<file path="src/rtl/lazy_gov_pkg.sv">
package lazy_gov_pkg;

    typedef enum logic {
        FS_WIDE   = 1'b0,
        FS_NARROW = 1'b1
    } fetch_state_e;

    typedef enum logic [1:0] {
        ADJ_HOLD = 2'd0,
        ADJ_DOWN = 2'd1,
        ADJ_UP   = 2'd2
    } adj_e;

endpackage

</file>
<file path="src/rtl/flight_counter.sv">
module flight_counter #(
    parameter int W = 8
) (
    input  logic         clk,
    input  logic         rst_n,
    input  logic         inc,
    input  logic         dec,
    output logic [W-1:0] count
);
    localparam logic [W-1:0] TOP = '1;

    logic [W-1:0] count_nx;

    always_comb begin
        unique case ({inc, dec})
            2'b10:   count_nx = (count == TOP) ? count : count + W'(1);
            2'b01:   count_nx = (count == '0) ? count : count - W'(1);
            default: count_nx = count;
        endcase
    end

    always_ff @(posedge clk) begin
        if (!rst_n) count <= '0;
        else        count <= count_nx;
    end

    // a decrement at zero leaves the count at zero
    a_r3_floor: assert property (@(posedge clk) disable iff (!rst_n)
        (count == '0 && dec && !inc) |=> count == '0);

    // a simultaneous increment and decrement cancel
    a_r2_cancel: assert property (@(posedge clk) disable iff (!rst_n)
        (inc && dec) |=> $stable(count));

    // a lone increment below the top adds exactly one
    a_r2_step: assert property (@(posedge clk) disable iff (!rst_n)
        (inc && !dec && count != TOP) |=> count == $past(count) + W'(1));

endmodule

</file>
<file path="src/rtl/epoch_timer.sv">
module epoch_timer #(
    parameter int EPOCH_LEN = 1024
) (
    input  logic clk,
    input  logic rst_n,
    output logic tick
);
    localparam int TW = (EPOCH_LEN > 1) ? $clog2(EPOCH_LEN) : 1;
    localparam logic [TW-1:0] LAST = TW'(EPOCH_LEN - 1);

    logic [TW-1:0] phase;

    assign tick = (phase == LAST);

    always_ff @(posedge clk) begin
        if (!rst_n)    phase <= '0;
        else if (tick) phase <= '0;
        else           phase <= phase + TW'(1);
    end

    // the timer restarts right after each epoch tick
    a_r4_wrap: assert property (@(posedge clk) disable iff (!rst_n)
        tick |=> phase == '0);

    // between ticks the timer advances by one each cycle
    a_r4_advance: assert property (@(posedge clk) disable iff (!rst_n)
        !tick |=> phase == $past(phase) + TW'(1));

endmodule

</file>
<file path="src/rtl/threshold_tuner.sv">
module threshold_tuner
    import lazy_gov_pkg::*;
#(
    parameter int CNT_W    = 8,
    parameter int THR_W    = 7,
    parameter int THR_INIT = 15,
    parameter int THR_STEP = 5,
    parameter int THR_MAX  = 64,
    parameter int HI_DEN   = 3,
    parameter int LO_DEN   = 20
) (
    input  logic             clk,
    input  logic             rst_n,
    input  logic             tick,
    input  logic [CNT_W-1:0] lazy_cnt,
    input  logic [CNT_W-1:0] total_cnt,
    output logic [THR_W-1:0] thr
);
    localparam int PROD_W = CNT_W + $clog2(LO_DEN + 1) + 1;
    localparam logic [THR_W-1:0] STEP_V = THR_W'(THR_STEP);
    localparam logic [THR_W-1:0] MAX_V  = THR_W'(THR_MAX);
    localparam logic [THR_W-1:0] INIT_V = THR_W'(THR_INIT);

    logic [PROD_W-1:0] hi_prod, lo_prod, total_x;
    adj_e              decision;
    logic [THR_W-1:0]  thr_nx;

    assign hi_prod = PROD_W'(lazy_cnt) * PROD_W'(HI_DEN);
    assign lo_prod = PROD_W'(lazy_cnt) * PROD_W'(LO_DEN);
    assign total_x = PROD_W'(total_cnt);

    always_comb begin
        if (hi_prod > total_x)      decision = ADJ_DOWN;
        else if (lo_prod < total_x) decision = ADJ_UP;
        else                        decision = ADJ_HOLD;
    end

    always_comb begin
        unique case (decision)
            ADJ_DOWN: thr_nx = (thr < STEP_V) ? '0 : thr - STEP_V;
            ADJ_UP:   thr_nx = (thr > MAX_V - STEP_V) ? MAX_V : thr + STEP_V;
            default:  thr_nx = thr;
        endcase
    end

    always_ff @(posedge clk) begin
        if (!rst_n)    thr <= INIT_V;
        else if (tick) thr <= thr_nx;
    end

    // outside the epoch cycle the threshold holds
    a_r4_hold: assert property (@(posedge clk) disable iff (!rst_n)
        !tick |=> $stable(thr));

    // a high lazy share near the floor pins the threshold at zero
    a_r5_floor: assert property (@(posedge clk) disable iff (!rst_n)
        (tick && hi_prod > total_x && thr < STEP_V) |=> thr == '0);

    // a low lazy share near the ceiling pins the threshold at the maximum
    a_r6_ceiling: assert property (@(posedge clk) disable iff (!rst_n)
        (tick && lo_prod < total_x && hi_prod <= total_x && thr > MAX_V - STEP_V)
        |=> thr == MAX_V);

    // equality on both bounds leaves the threshold alone
    a_r7_equal_hold: assert property (@(posedge clk) disable iff (!rst_n)
        (tick && hi_prod == total_x && lo_prod >= total_x) |=> $stable(thr));

endmodule

</file>
<file path="src/rtl/lazy_fetch_governor.sv">
module lazy_fetch_governor
    import lazy_gov_pkg::*;
#(
    parameter int CNT_W        = 8,
    parameter int EPOCH_LEN    = 1024,
    parameter int THR_INIT     = 15,
    parameter int THR_STEP     = 5,
    parameter int THR_MAX      = 64,
    parameter int LINES_W      = 2,
    parameter int WIDE_LINES   = 2,
    parameter int NARROW_LINES = 1
) (
    input  logic               clk,
    input  logic               rst_n,
    input  logic               lazy_inc,
    input  logic               lazy_dec,
    input  logic               flight_inc,
    input  logic               flight_dec,
    output logic [LINES_W-1:0] fetch_lines
);
    localparam int THR_W = $clog2(THR_MAX + 1);
    localparam int CMP_W = (CNT_W > THR_W) ? CNT_W : THR_W;
    localparam logic [LINES_W-1:0] WIDE_V   = LINES_W'(WIDE_LINES);
    localparam logic [LINES_W-1:0] NARROW_V = LINES_W'(NARROW_LINES);

    logic [CNT_W-1:0] lazy_cnt, total_cnt;
    logic [THR_W-1:0] thr;
    logic             epoch_tick;
    logic             over_thr;
    fetch_state_e     state, state_nx;

    flight_counter #(.W(CNT_W)) u_lazy_cnt (
        .clk(clk), .rst_n(rst_n), .inc(lazy_inc), .dec(lazy_dec), .count(lazy_cnt)
    );

    flight_counter #(.W(CNT_W)) u_total_cnt (
        .clk(clk), .rst_n(rst_n), .inc(flight_inc), .dec(flight_dec), .count(total_cnt)
    );

    epoch_timer #(.EPOCH_LEN(EPOCH_LEN)) u_epoch (
        .clk(clk), .rst_n(rst_n), .tick(epoch_tick)
    );

    threshold_tuner #(
        .CNT_W(CNT_W), .THR_W(THR_W), .THR_INIT(THR_INIT),
        .THR_STEP(THR_STEP), .THR_MAX(THR_MAX), .HI_DEN(3), .LO_DEN(20)
    ) u_tuner (
        .clk(clk), .rst_n(rst_n), .tick(epoch_tick),
        .lazy_cnt(lazy_cnt), .total_cnt(total_cnt), .thr(thr)
    );

    assign over_thr = CMP_W'(lazy_cnt) > CMP_W'(thr);

    always_comb begin
        unique case (state)
            FS_WIDE:   state_nx = over_thr ? FS_NARROW : FS_WIDE;
            FS_NARROW: state_nx = over_thr ? FS_NARROW : FS_WIDE;
            default:   state_nx = FS_WIDE;
        endcase
    end

    always_ff @(posedge clk) begin
        if (!rst_n) state <= FS_WIDE;
        else        state <= state_nx;
    end

    always_comb begin
        unique case (state)
            FS_NARROW: fetch_lines = NARROW_V;
            default:   fetch_lines = WIDE_V;
        endcase
    end

    // a lazy count above the threshold narrows fetch on the next cycle
    a_r8_narrow: assert property (@(posedge clk) disable iff (!rst_n)
        (CMP_W'(lazy_cnt) > CMP_W'(thr)) |=> fetch_lines == NARROW_V);

    // a lazy count at or below the threshold restores full width
    a_r8_wide: assert property (@(posedge clk) disable iff (!rst_n)
        (CMP_W'(lazy_cnt) <= CMP_W'(thr)) |=> fetch_lines == WIDE_V);

    // only the two legal width codes appear
    a_r9_code: assert property (@(posedge clk) disable iff (!rst_n)
        fetch_lines == WIDE_V || fetch_lines == NARROW_V);

endmodule

</file>
<file path="config.mk">
export PLATFORM = sky130hd
export DESIGN_NAME = lazy_fetch_governor
export DESIGN_NICKNAME = d
export VERILOG_FILES = /design/src/rtl/lazy_gov_pkg.sv /design/src/rtl/flight_counter.sv /design/src/rtl/epoch_timer.sv /design/src/rtl/threshold_tuner.sv /design/src/rtl/lazy_fetch_governor.sv
export SDC_FILE = /design/constraint.sdc
export NUM_CORES = 1
export LEC_CHECK = 0
export CORE_MARGIN = 8
export CORE_UTILIZATION = 55
export CTS_CLUSTER_DIAMETER = 40
export DETAILED_ROUTE_END_ITERATION = 16
export DONT_BUFFER_PORTS = 1
export GPL_TIMING_DRIVEN = 0
export PLACE_DENSITY = 0.8
export SKIP_CTS_REPAIR_TIMING = 1
export SYNTH_ARGS = -nofsm -noshare
export SYNTH_HDL_FRONTEND = slang
export SYNTH_HIERARCHICAL = 1
export SYNTH_SLANG_ARGS = --single-unit
</file>
<file path="constraint.sdc">
create_clock -name clk -period 3.85 [get_ports clk]
set_input_delay 0.5775 -clock clk [delete_from_list [all_inputs] [get_ports clk]]
set_output_delay 0.5775 -clock clk [all_outputs]
set_load 0.1 [all_outputs]
</file>
==> results.toml <==
[cts]
cts_max_level = 2
cts_buffer_depth = 2
cts_tree = "done"
cts-buffers-inserted = 5
path_clk_slew_ns = 0.08
cts_sinks = 34
insertion_delay_ns = 0.29
root_buffer = "clkbuf_8"

[timing]
tns_ns = 0
fin_hold_ws_ns = 0.3706
rsz0062_at_grt = "false"
hold_viol_final = 0
timing.final.crit_share_pct = 95.39
maxSlewHeadroom_pct = 45.20
worst_pin_slew_ns = 0.8211
finClkSkew_ns = 0.004291
post-route-min-period_ns = 3.673
max_freq_mhz = 272.3
finalSetupViolations = 0
slew_viol_final = 0

[routing]
num_vias = 3085
ant_nets = 0
firstDrtPassIters = 5
wl_mm = 7.578
drt_first_iter_violations = 121
wire_per_inst_um = 15.16
viasPerCell = 6.170
drc_errors = 0

[worst_hold_path]
hold_path.class = "primary input to register"

[placement]
gp_congestion = 0.8638
portBuffers = 0
dp.cells = 486
hpwl_mm = 5.559

[critical_path]
endpoint_kind = "register"
worstPathRequired_ns = 4.03
start_kind = "register"
r2r_start = "u_lazy_cnt/count[0]"
reg2regPathDepth = 16
startpoint = "u_lazy_cnt/count[0]"
cp_max_fo = 7
r2r_end = "u_tuner/thr[2]"
reg2reg_slack_ns = 0.18
cp.arrival_ns = 3.85
path_class = "register to register"
crit_end = "u_tuner/thr[2]"

[logic_synthesis]
netlist_instances = 409
async_flop_share_pct = 0
ys_ff_latch = 34
ys.warnings.count = 6
ys_seq_area_share_pct = 19.59
ys.flop_type = "dfxtp_1"
avgSynthCellArea_um2 = 8.495
synth_edf_count = 0
syn-num-nets = 463
syn-cell-area_mm2 = 0.003475
synth_cell_types = 70

[grt]
grt_use_total_pct = 17.61
grt_pass1_vias = 2907
grt_start_max_net_pins = 20
grt.overflow.total = 0
grt_pass1_wl_mm = 13.17
grt_antenna_before_repair = 0

[layout]
nNetsFinal = 476
layout-area-overhead-vs-synth_pct = 8.030
drive_above_1_share_pct = 13.95
antenna_cells = 0
fin_cells = 500

[power_and_ir_drop]
peakVddDrop_v = 0.0001766
p_leak_nw = 1.576
report.power.total_w = 0.001324
power_density_mw_per_mm2 = 352.8

[outcome]
status = "finished clean"

[floorplan]
num_rows = 29
die_height_um = 95.48
die_x_um = 95.48
core_area_mm2 = 0.006241
die-area_mm2 = 0.009116
start_util_pct = 55.67
io_pins = 8

[job]
maxCapViolations = 0
==> power by group <==
part           total [W]  switching [W]  leakage (nW)  internal, W
sequential      0.000416      0.0000410         0.280     0.000375
combinational   0.000567       0.000331          1.25     0.000237
clock           0.000341       0.000149        0.0504     0.000193
total            0.00132       0.000520          1.58     0.000804
==> placed cells by master, fill, tap and decap left out, types with 9 or more instances in the layout <==
cell | Yosys | routed
nor2_1 | 20 | 20
a21oi_1 | 28 | 28
dfxtp_1 | 34 | 29
nand4_1 | 10 | 10
o21ai_0 | 10 | 10
nand3_1 | 17 | 17
nand2b_1 | 13 | 13
mux2i_1 | 14 | 14
a22oi_1 | 9 | 9
nand2_1 | 29 | 29
ha_1 | 46 | 45
inv_1 | 35 | 35
nor3_1 | 9 | 9
==> final cells by class <==
type / count / area [um^2]
repair buffers: 6 / 45.04
fillers: 528 / 2487
multi-input cells: 328 / 2590
flip-flops and latches: 34 / 694.4
plain buffers: 12 / 82.58
clock buffers: 5 / 68.82
inverters: 35 / 131.4
well taps: 77 / 96.34
clock inverters: 3 / 45.04
==> flip-flops by register name, summed over array words and instances (netlist names) <==
signal and flops:
state 1, u_epoch/phase 10, u_lazy_cnt/count 8, u_total_cnt/count 8, u_tuner/thr 7
==> worst min path at each step <==
| stage | startpoint | to | cells after the start |
|---|---|---|---|
| after floorplan | u_epoch/phase[0] | u_epoch/phase[0] | 1 |
| after global placement | u_epoch/phase[0] | u_epoch/phase[0] | 1 |
| after detailed placement | u_epoch/phase[0] | u_epoch/phase[0] | 1 |
| after CTS | rst_n | u_tuner/thr[3] | 1 |
| after global routing | rst_n | u_tuner/thr[3] | 1 |
| final | rst_n | u_tuner/thr[3] | 1 |
==> worst max-delay path: stages (launching register included) <==
cell and delay, ns:
dfxtp_4 0.40, ha_2 0.20, inv_1 0.05, fa_2 0.37, nor2b_4 0.12, o31a_1 0.19
o21a_1 0.12, nor2_1 0.04, xnor2_1 0.13, ha_1 0.31, a211o_1 0.33, a211oi_2 0.20
a211o_1 0.21, o211ai_4 0.14, o21ai_4 0.23, o21ai_1 0.10, a2111o_1 0.41
==> layer usage <==
metal  wire length [um]  GRT usage (%)
met5                  0              0
met4                118          5.762
met3                353          2.992
met2               3648          29.80
met1               3457          22.14
==> metrics by stage <==
stage | util, % | setup slack (ns) | area (um^2)
finish | 60.14 | 0.1775 | 3754
global route | 60.14 | 0.009709 | 3754
CTS | 59.04 | -0.2954 | 3685
detailed placement | 57.22 | -0.2892 | 3571
global placement | 57.22 | -0.2154 | 3571
floorplan | - | 0.1962 | 3475
==> kinds of logic after synthesis <==
logic type,after synthesis,synth area share [%]
AO/OA/AOI/OAI,106,23.48
buffers and inverters,47,6.158
multiplexers,15,4.357
flip-flops,34,19.59
AND/OR/NAND/NOR,148,25.93
adder cells (fa/ha/maj),48,17.72
XOR/XNOR,11,2.773
==> synthesized netlist by cell type (3+ instances only) <==
| cell type | n | share of area, % |
|---|---|---|
| clkbuf_1 | 4 | 0.43 |
| o311ai_4 | 3 | 2.3 |
| xnor2_1 | 8 | 2.0 |
| or4_1 | 4 | 0.86 |
| a21oi_1 | 28 | 4.0 |
| nor3_1 | 9 | 1.3 |
| nand4_1 | 10 | 1.8 |
| or3_1 | 4 | 0.72 |
| o31ai_1 | 3 | 0.65 |
| dfxtp_1 | 34 | 20 |
| a21o_1 | 8 | 1.7 |
| xor2_1 | 3 | 0.76 |
| mux2i_1 | 14 | 4.0 |
| o21a_1 | 6 | 1.3 |
| inv_1 | 35 | 3.8 |
| a32oi_1 | 3 | 0.76 |
| a211oi_1 | 4 | 0.86 |
| nor4_1 | 5 | 0.90 |
| nor2_1 | 20 | 2.2 |
| ha_1 | 46 | 17 |
| nand3_1 | 17 | 2.4 |
| o211ai_1 | 5 | 1.1 |
| nand2b_1 | 13 | 2.3 |
| nand4bb_1 | 4 | 1.3 |
| buf_6 | 4 | 1.3 |
| o21ai_0 | 10 | 1.4 |
| and2_1 | 4 | 0.72 |
| buf_2 | 3 | 0.43 |
| nand2_1 | 29 | 3.1 |
| a22oi_1 | 9 | 1.9 |
| a211o_1 | 4 | 1.0 |
Note: power is estimated with default switching activity, not from simulation.
